$ cat src/rtl/ipt_pkg.sv
package ipt_pkg;

    localparam int DEF_FRAMES = 64;
    localparam int DEF_PID_W  = 8;
    localparam int DEF_PAGE_W = 20;

    typedef enum logic {
        ST_IDLE = 1'b0,
        ST_SCAN = 1'b1
    } scan_st_e;

    function automatic int idx_width(input int n);
        return (n <= 2) ? 1 : $clog2(n);
    endfunction

endpackage

$ cat src/rtl/ipt_store.sv
module ipt_store #(
    parameter int FRAMES = 64,
    parameter int PID_W  = 8,
    parameter int PAGE_W = 20,
    parameter int IDX_W  = 6
) (
    input  logic              clk,
    input  logic              rst,
    input  logic              we,
    input  logic              wset,
    input  logic [IDX_W-1:0]  widx,
    input  logic [PID_W-1:0]  wpid,
    input  logic [PAGE_W-1:0] wpage,
    input  logic [IDX_W-1:0]  ridx,
    output logic              rvld,
    output logic [PID_W-1:0]  rpid,
    output logic [PAGE_W-1:0] rpage
);

    typedef struct packed {
        logic              vld;
        logic [PID_W-1:0]  pid;
        logic [PAGE_W-1:0] page;
    } rec_t;

    rec_t tbl [FRAMES];
    rec_t rd;

    always_ff @(posedge clk) begin
        if (rst) begin
            for (int i = 0; i < FRAMES; i++) begin
                tbl[i].vld <= 1'b0;
            end
        end else if (we) begin
            for (int i = 0; i < FRAMES; i++) begin
                if (widx == IDX_W'(i)) begin
                    tbl[i].vld <= wset;
                    if (wset) begin
                        tbl[i].pid  <= wpid;
                        tbl[i].page <= wpage;
                    end
                end
            end
        end
    end

    always_comb begin
        rd    = tbl[ridx];
        rvld  = rd.vld;
        rpid  = rd.pid;
        rpage = rd.page;
    end

endmodule

$ cat src/rtl/ipt_key_cmp.sv
module ipt_key_cmp #(
    parameter int PID_W  = 8,
    parameter int PAGE_W = 20
) (
    input  logic              rec_vld,
    input  logic [PID_W-1:0]  rec_pid,
    input  logic [PAGE_W-1:0] rec_page,
    input  logic [PID_W-1:0]  key_pid,
    input  logic [PAGE_W-1:0] key_page,
    output logic              match
);

    logic pid_eq;
    logic page_eq;

    always_comb begin
        pid_eq  = (rec_pid == key_pid);
        page_eq = (rec_page == key_page);
        match   = rec_vld && pid_eq && page_eq;
    end

endmodule

$ cat src/rtl/ipt_scan.sv
module ipt_scan
    import ipt_pkg::*;
#(
    parameter int FRAMES = 64,
    parameter int PID_W  = 8,
    parameter int PAGE_W = 20,
    parameter int IDX_W  = 6
) (
    input  logic              clk,
    input  logic              rst,
    input  logic              start,
    input  logic [PID_W-1:0]  start_pid,
    input  logic [PAGE_W-1:0] start_page,
    input  logic              match_now,
    output logic              idle,
    output logic [PID_W-1:0]  key_pid,
    output logic [PAGE_W-1:0] key_page,
    output logic [IDX_W-1:0]  idx,
    output logic              res_done,
    output logic              res_hit,
    output logic [IDX_W-1:0]  res_frame
);

    localparam logic [IDX_W-1:0] LAST = IDX_W'(FRAMES - 1);

    typedef struct packed {
        logic [PID_W-1:0]  pid;
        logic [PAGE_W-1:0] page;
    } key_t;

    scan_st_e st;
    key_t     key_q;

    always_ff @(posedge clk) begin
        if (rst) begin
            st        <= ST_IDLE;
            key_q     <= '0;
            idx       <= '0;
            res_done  <= 1'b0;
            res_hit   <= 1'b0;
            res_frame <= '0;
        end else begin
            res_done  <= 1'b0;
            res_hit   <= 1'b0;
            res_frame <= '0;
            case (st)
                ST_IDLE: begin
                    if (start) begin
                        key_q.pid  <= start_pid;
                        key_q.page <= start_page;
                        idx        <= '0;
                        st         <= ST_SCAN;
                    end
                end
                ST_SCAN: begin
                    if (match_now) begin
                        res_done  <= 1'b1;
                        res_hit   <= 1'b1;
                        res_frame <= idx;
                        st        <= ST_IDLE;
                    end else if (idx == LAST) begin
                        res_done <= 1'b1;
                        st       <= ST_IDLE;
                    end else begin
                        idx <= idx + 1'b1;
                    end
                end
                default: st <= ST_IDLE;
            endcase
        end
    end

    always_comb begin
        idle     = (st == ST_IDLE);
        key_pid  = key_q.pid;
        key_page = key_q.page;
    end

endmodule

$ cat src/rtl/ipt_search_unit.sv
module ipt_search_unit
    import ipt_pkg::*;
#(
    parameter  int FRAMES = DEF_FRAMES,
    parameter  int PID_W  = DEF_PID_W,
    parameter  int PAGE_W = DEF_PAGE_W,
    localparam int IDX_W  = idx_width(FRAMES)
) (
    input  logic              clk,
    input  logic              rst,
    input  logic              lk_valid,
    input  logic [PID_W-1:0]  lk_pid,
    input  logic [PAGE_W-1:0] lk_page,
    output logic              lk_ready,
    output logic              res_done,
    output logic              res_hit,
    output logic [IDX_W-1:0]  res_frame,
    input  logic              wr_valid,
    output logic              wr_ready,
    input  logic [IDX_W-1:0]  wr_frame,
    input  logic              wr_set,
    input  logic [PID_W-1:0]  wr_pid,
    input  logic [PAGE_W-1:0] wr_page
);

    logic              idle;
    logic [IDX_W-1:0]  scan_idx;
    logic [PID_W-1:0]  key_pid;
    logic [PAGE_W-1:0] key_page;
    logic              rec_vld;
    logic [PID_W-1:0]  rec_pid;
    logic [PAGE_W-1:0] rec_page;
    logic              match_now;
    logic              wr_take;
    logic              lk_take;

    always_comb begin
        lk_ready = idle;
        wr_ready = idle;
        wr_take  = wr_valid && idle;
        lk_take  = lk_valid && idle;
    end

    ipt_store #(
        .FRAMES(FRAMES), .PID_W(PID_W), .PAGE_W(PAGE_W), .IDX_W(IDX_W)
    ) u_store (
        .clk   (clk),
        .rst   (rst),
        .we    (wr_take),
        .wset  (wr_set),
        .widx  (wr_frame),
        .wpid  (wr_pid),
        .wpage (wr_page),
        .ridx  (scan_idx),
        .rvld  (rec_vld),
        .rpid  (rec_pid),
        .rpage (rec_page)
    );

    ipt_key_cmp #(
        .PID_W(PID_W), .PAGE_W(PAGE_W)
    ) u_cmp (
        .rec_vld  (rec_vld),
        .rec_pid  (rec_pid),
        .rec_page (rec_page),
        .key_pid  (key_pid),
        .key_page (key_page),
        .match    (match_now)
    );

    ipt_scan #(
        .FRAMES(FRAMES), .PID_W(PID_W), .PAGE_W(PAGE_W), .IDX_W(IDX_W)
    ) u_scan (
        .clk        (clk),
        .rst        (rst),
        .start      (lk_take),
        .start_pid  (lk_pid),
        .start_page (lk_page),
        .match_now  (match_now),
        .idle       (idle),
        .key_pid    (key_pid),
        .key_page   (key_page),
        .idx        (scan_idx),
        .res_done   (res_done),
        .res_hit    (res_hit),
        .res_frame  (res_frame)
    );

endmodule

$ cat config.mk
export PLATFORM = sky130hd
export DESIGN_NAME = ipt_search_unit
export DESIGN_NICKNAME = d
export VERILOG_FILES = /design/src/rtl/ipt_pkg.sv /design/src/rtl/ipt_store.sv /design/src/rtl/ipt_key_cmp.sv /design/src/rtl/ipt_scan.sv /design/src/rtl/ipt_search_unit.sv
export SDC_FILE = /design/constraint.sdc
export NUM_CORES = 2
export LEC_CHECK = 0
export BUFFER_PORTS_ARGS = -buffer_cell sky130_fd_sc_hd__buf_2
export CAP_MARGIN = 20
export CORE_MARGIN = 3
export CORE_UTILIZATION = 40
export DETAILED_ROUTE_END_ITERATION = 16
export GPL_TIMING_DRIVEN = 0
export PLACE_DENSITY = 0.6
export RECOVER_POWER = 25
export SLEW_MARGIN = 0
export SYNTH_ARGS = -nofsm -noshare
export SYNTH_HDL_FRONTEND = slang
export SYNTH_SLANG_ARGS = --single-unit
$ cat constraint.sdc
create_clock -name clk -period 7.1 [get_ports clk]
set_input_delay 0.355 -clock clk [delete_from_list [all_inputs] [get_ports clk]]
set_output_delay 0.355 -clock clk [all_outputs]
set_load 0.02 [all_outputs]
# Word level (Yosys, flattened, before mapping)
# Memory sizes are Yosys's and may differ from the RTL's. A register that Yosys moved wholly into a read port is not among the register bits.
# Index checks and enable logic that the tools add are counted.
# word_totals
ff_bits	43
memories	1
output_inout_bits	10
latchBits	0
romBits	0
ram_bits	1856
wordCells	745
inputBits	67
# classes
shift	0
bitwise	66
muxes	592
div	0
addsub	1
eq_ne	69
n_reduce_logical	9
n_mul	0
order_cmp	0
# mem_list
name	words	width	rd	rd_ports_with_merged_regs	write_ports	line_no	text
u_store.tbl	64	29	1	1	64	ipt_store.sv:26	rec_t tbl [FRAMES];
# op_table
cell	n
$mux W1	585
$eq A6 B6 Y1 const B	33
$eq A6 B5 Y1 const B	16
$or A1 B1 Y1	64
$eq A6 B4 Y1 const B	8
$mux W6	5
$eq A6 B3 Y1 const B	4
$eq A20 B20 Y1	1
$eq A6 B2 Y1 const B	2
$pmux W6 S2	1
$eq A8 B8 Y1	1
$add A6 B1 Y6 const B	1
$eq A6 B1 Y1 const B	1
$logic_not A6 Y1	1
$logic_and A1 B1 Y1	4
$ne A2 B2 Y1 const B	2
$reduce_and A3 Y1	1
$reduce_or A3 Y1	1
$ne A2 B1 Y1 const B	1
$not A1 Y1	2
$pmux W1 S2	1
$reduce_and A2 Y1	1
$reduce_or A2 Y1	1

# Depth between registers and ports, before layout
# depth
depth_word	7
depth_mapped	20
ltp_nobuf	11

# Cells and area by module
# A second synthesis with hierarchy kept.
# unflattened
cells_unflattened	3501
area_unflattened_um2	73543.0
# by_module_without_submodules
module	n_inst	cells_per_inst	area_per_inst_um2	seq_area_each_um2
ipt_store	1	3280	71685.0	55733.5
ipt_scan	1	180	1519.0	860.8
ipt_key_cmp	1	38	319.1	0.0
ipt_search_unit	1	3	20.0	0.0

# Least setup slack after synthesis
# No wires, ideal clock.
# synth_timing
path_type	flip-flop to flip-flop
startpoint	register (tool-made name)
endpoint	register u_scan.res_frame[0]
period_less_slack_ps	4190
setup_slack_ps	2910
required_ps	7038
stages_incl_launch_ff	18
setup_ps	62
n_path_buf	8
arrival_ps	4127
path_cell_list	dfxtp_1 buf_2 buf_2 buf_1 clkbuf_1 clkbuf_1 clkbuf_1 mux4_2 nand2_1 nand3_1 a22oi_1 xor2_1 nand4_1 or4_1 buf_2 or3_1 buf_2 nor2_2
# synth_rtl
element	line_no	text
end signal, assigned	ipt_scan.sv:59	res_frame <= idx;
end, declared	ipt_scan.sv:21	output logic [IDX_W-1:0] res_frame

==> flow_summary_export.csv <==
group,metric,value,unit
die,die_w,435,um
die,rows,156,
place,post_dp_cell_area,81200,sq um
critical_path,path_buf_inv,8,
yosys,synth-xor-area-share,0.428,%
routing,vias_per_cell,6.46,
critical_path,path_cells,"buf_4 > buf_4 > buf_2 > buf_2 > buf_4 > buf_2 > buf_2 > mux4_2 > a22oi_1 > a21oi_1 > nor4_1 > nor2_1 > nand4_1 > or4_1 > buf_2 > a31oi_1 > a2111oi_0",
yosys,synthArstFlopShare,0,%
timing,post-route-min-period,7130,ps
place,dp_hpwl,187,mm
clocking,cts-root-buf,"clkbuf_16",
power,power,23.2,mW
place,finalWeightedCongestion,0.887,
critical_path,crit_family,"buffers and inverters",
final_layout,ff_latch_area,56700,sq um
routing,wl_per_cell,42.0,um
final_layout,final_cell_mix,"edfxtp_1 (1856), mux4_2 (439), clkbuf_16 (191), clkbuf_1 (176), nand2_1 (144)",
die,initial_core_util,40.5,%
flow_run,maxCapViolations,19,
yosys,synth_area_per_cell,20.9,sq um
global_routing,antenna_found_initial,11,
final_layout,num-nets-final,4089,
yosys,syn-instance-count,3532,
critical_path,critPathLaunchType,"flip-flop",
timing,fmax,140,MHz
timing,setup_viol_count_final,1,
yosys,synth_area,73700,sq um
yosys,yosys.area_share.simple,2.61,%
yosys,synth_top_family_by_area,"multiplexers",
clocking,cts_buffers,189,
yosys,yosys_register_bits,1905,
timing,worst_pin_slew,2710,ps
yosys,yosys_warnings,0,
yosys,synth_fa_ha_area_share,0.0170,%
timing,layout_setup_ws,-34.3,ps
global_routing,grt_pass1_wl,366,mm
clocking,cts.sinks,1905,
yosys,ys_seq_area_share,76.9,%
critical_path,cp_common_cell,"buf_2",
die,die_area,190000,sq um
timing,finalSetupTns,-34.3,ps
routing,ant_nets,0,
clocking,clk_path_buf_depth,3,
final_layout,syn_to_final_growth,19.0,%
critical_path,crit_path_max_fanout,10,
timing,clock_skew,36.5,ps
outcome,status,"finished, violations left",
critical_path,slowest_delay,1020,ps
yosys,ys.flop_type,"edfxtp_1",
yosys,synth_compound_area_share,3.87,%
place,dp_cells,6217,
final_layout,drive_gt1_share,26.5,%
final_layout,multiInputGateArea,16500,sq um
routing,wl,278,mm
place,io_buffer_count,72,
yosys,muxShareOfSynthArea,14.7,%
critical_path,required,7790,ps
routing,route.detailed.drc,0,
power,irDropWorstVdd,285,uV
critical_path,worst_ep_arrival_time,7830,ps
final_layout,instances_no_fill,6630,
yosys,syn-num-nets,3600,
clocking,clk_latency,840,ps
power,p_leak,27.0,nW
routing,drtPass1Iterations,6,
global_routing,grt_usage,28.9,%
critical_path,cp_slowest_cell,"nor4_1",
yosys,synth_top_area_share,75.6,%
clocking,htreeDepth,4,
final_layout,final.fill_count,14700,
yosys,yosys-top-cells-area,"edfxtp_1 (76%), mux4_2 (13%), dfxtp_1 (1.3%)",
final_layout,stdcell_area,87800,sq um
clocking,clkTransAtPathRegs,60,ps
final_layout,layout_commonest_cell,"edfxtp_1",
timing,timing.hold.ws,164,ps
timing,fin_crit_sh,100,%
routing,vias,42800,
worst_hold_path,hold_path_class,"in -> reg",
clocking,cts_tree,"built",
yosys,synth_top_area_cell,"edfxtp_1",
timing,slew_viol_final,1131,
critical_path,endpoint_kind,"flip-flop",
yosys,ys_types,62,
timing,slew_headroom,-80.7,%
timing,rsz0062_at_grt,"false",
critical_path,crit_type,"reg -> reg",
global_routing,grt_max_degree,65,
outcome,violations,"capacitance limit, slew limit, setup timing",
die,io-pin-count,77,
yosys,synth_edf_count,1856,
power,powerDensity,264,nW/um^2
timing,hold_viol,0,
die,coreArea,182000,sq um
global_routing,overflow,0,
routing,drtIter0Drc,7854,
global_routing,grt_pass1_vias,40700,
die,die_h,435,um
## synthesized netlist by cell type, types with 9 or more instances
master	instances
nor2b_1	22
buf_2	53
o21ai_0	22
mux4_2	439
a22oi_1	81
buf_1	18
clkbuf_1	90
a221oi_1	10
a31oi_1	17
a22o_1	12
nand3_1	35
a21oi_1	70
buf_4	35
o211ai_1	9
xnor2_1	14
xor2_1	22
mux2i_1	92
a211oi_1	28
o22ai_1	52
nor2_1	139
and3_1	10
nand2b_1	14
dfxtp_1	49
nor3_1	13
nand2_1	144
inv_1	14
edfxtp_1	1856
o21bai_1	64
## power breakdown
group | total [mW] | internal [mW] | leakage, nW | switching, mW
logic | 1.09 | 0.386 | 6.94 | 0.700
clock network | 9.70 | 5.36 | 2.85 | 4.34
registers | 12.4 | 12.4 | 17.2 | 0.0249
total | 23.2 | 18.1 | 27.0 | 5.07
## metal layers
layer	up-vias	routed length [um]	GRT usage, %
met2	3749	126000	43.8
met1	22400	96500	37.4
li1	15700	-	-
met5	-	70	0
met3	879	38100	9.08
met4	8	17700	15.5
## cell type report
| type | count | area share (%) |
|---|---|---|
| diodes | 6 | 0.0171 |
| repair buffers | 301 | 5.21 |
| clock inverters | 80 | 0.759 |
| flip-flops and latches | 1905 | 64.6 |
| inverters | 15 | 0.0642 |
| multi-input cells | 1408 | 18.8 |
| clock buffers | 265 | 5.91 |
| plain buffers | 201 | 1.16 |
| well taps | 2449 | 3.49 |
## flip-flops by register name, indices dropped and copies added, names as in the netlist, named ones only
register	count
u_store.tbl	1856
u_scan.key_page	20
u_scan.key_pid	8
u_scan.idx	6
u_scan.res_frame	6
u_scan.res_done	1
u_scan.res_hit	1
u_scan.st	1
## path summary, 6_finish.rpt
| kind | cells past startpoint | from | slack, ps | end |
|---|---|---|---|---|
| hold reg to reg | 2 | u_scan.key_page[1]$_SDFFE_PP0P_ | 480 | u_scan.key_page[1]$_SDFFE_PP0P_ |
| hold / removal | 3 | wr_frame[4] | 160 | u_store.tbl[16][28]$_SDFFCE_PN0P_ |
| setup reg to reg | 17 | flip-flop | -30 | flip-flop |
| setup / recovery | 17 | flip-flop | -30 | flip-flop |
## worst reg2reg max path, stage by stage, from the launching register on
cell and delay (ps):
dfxtp_1 380, buf_4 230, buf_4 280, buf_2 480, buf_2 510, buf_4 530, buf_2 590, buf_2 550
mux4_2 430, a22oi_1 190, a21oi_1 130, nor4_1 1020, nor2_1 140, nand4_1 480, or4_1 240, buf_2 200
a31oi_1 120, a2111oi_0 480
## metrics by stage
stage | utilization, % | setup slack (ps)
floorplan | - | 2910
global placement | 42.4 | -1420
detailed placement | 44.6 | -713
CTS | 48.0 | 58.8
global route | 48.2 | 1.51
finish | 48.2 | -34.3
## timing repair
action / CTS / global route
endpoints found under the hold margin: 40 / 101
endpoints found under the setup margin: 21 / 8
hold buffers: 31 / 13
buffers inserted: 0 / 1
pin swaps: 0 / 1
gates resized for setup: 4 / 3
## cells by family (layout without fill, tap and decap cells)
group	count (synthesis)	after routing
flip-flops	1905	1905
multiplexers	534	534
AND/OR/NAND/NOR	428	428
AO/OA/AOI/OAI	409	409
buffers and inverters	219	862
XOR/XNOR	36	36
adder cells (fa/ha/maj)	1	1
other	0	6
Note: power is estimated with default switching activity, not from simulation.
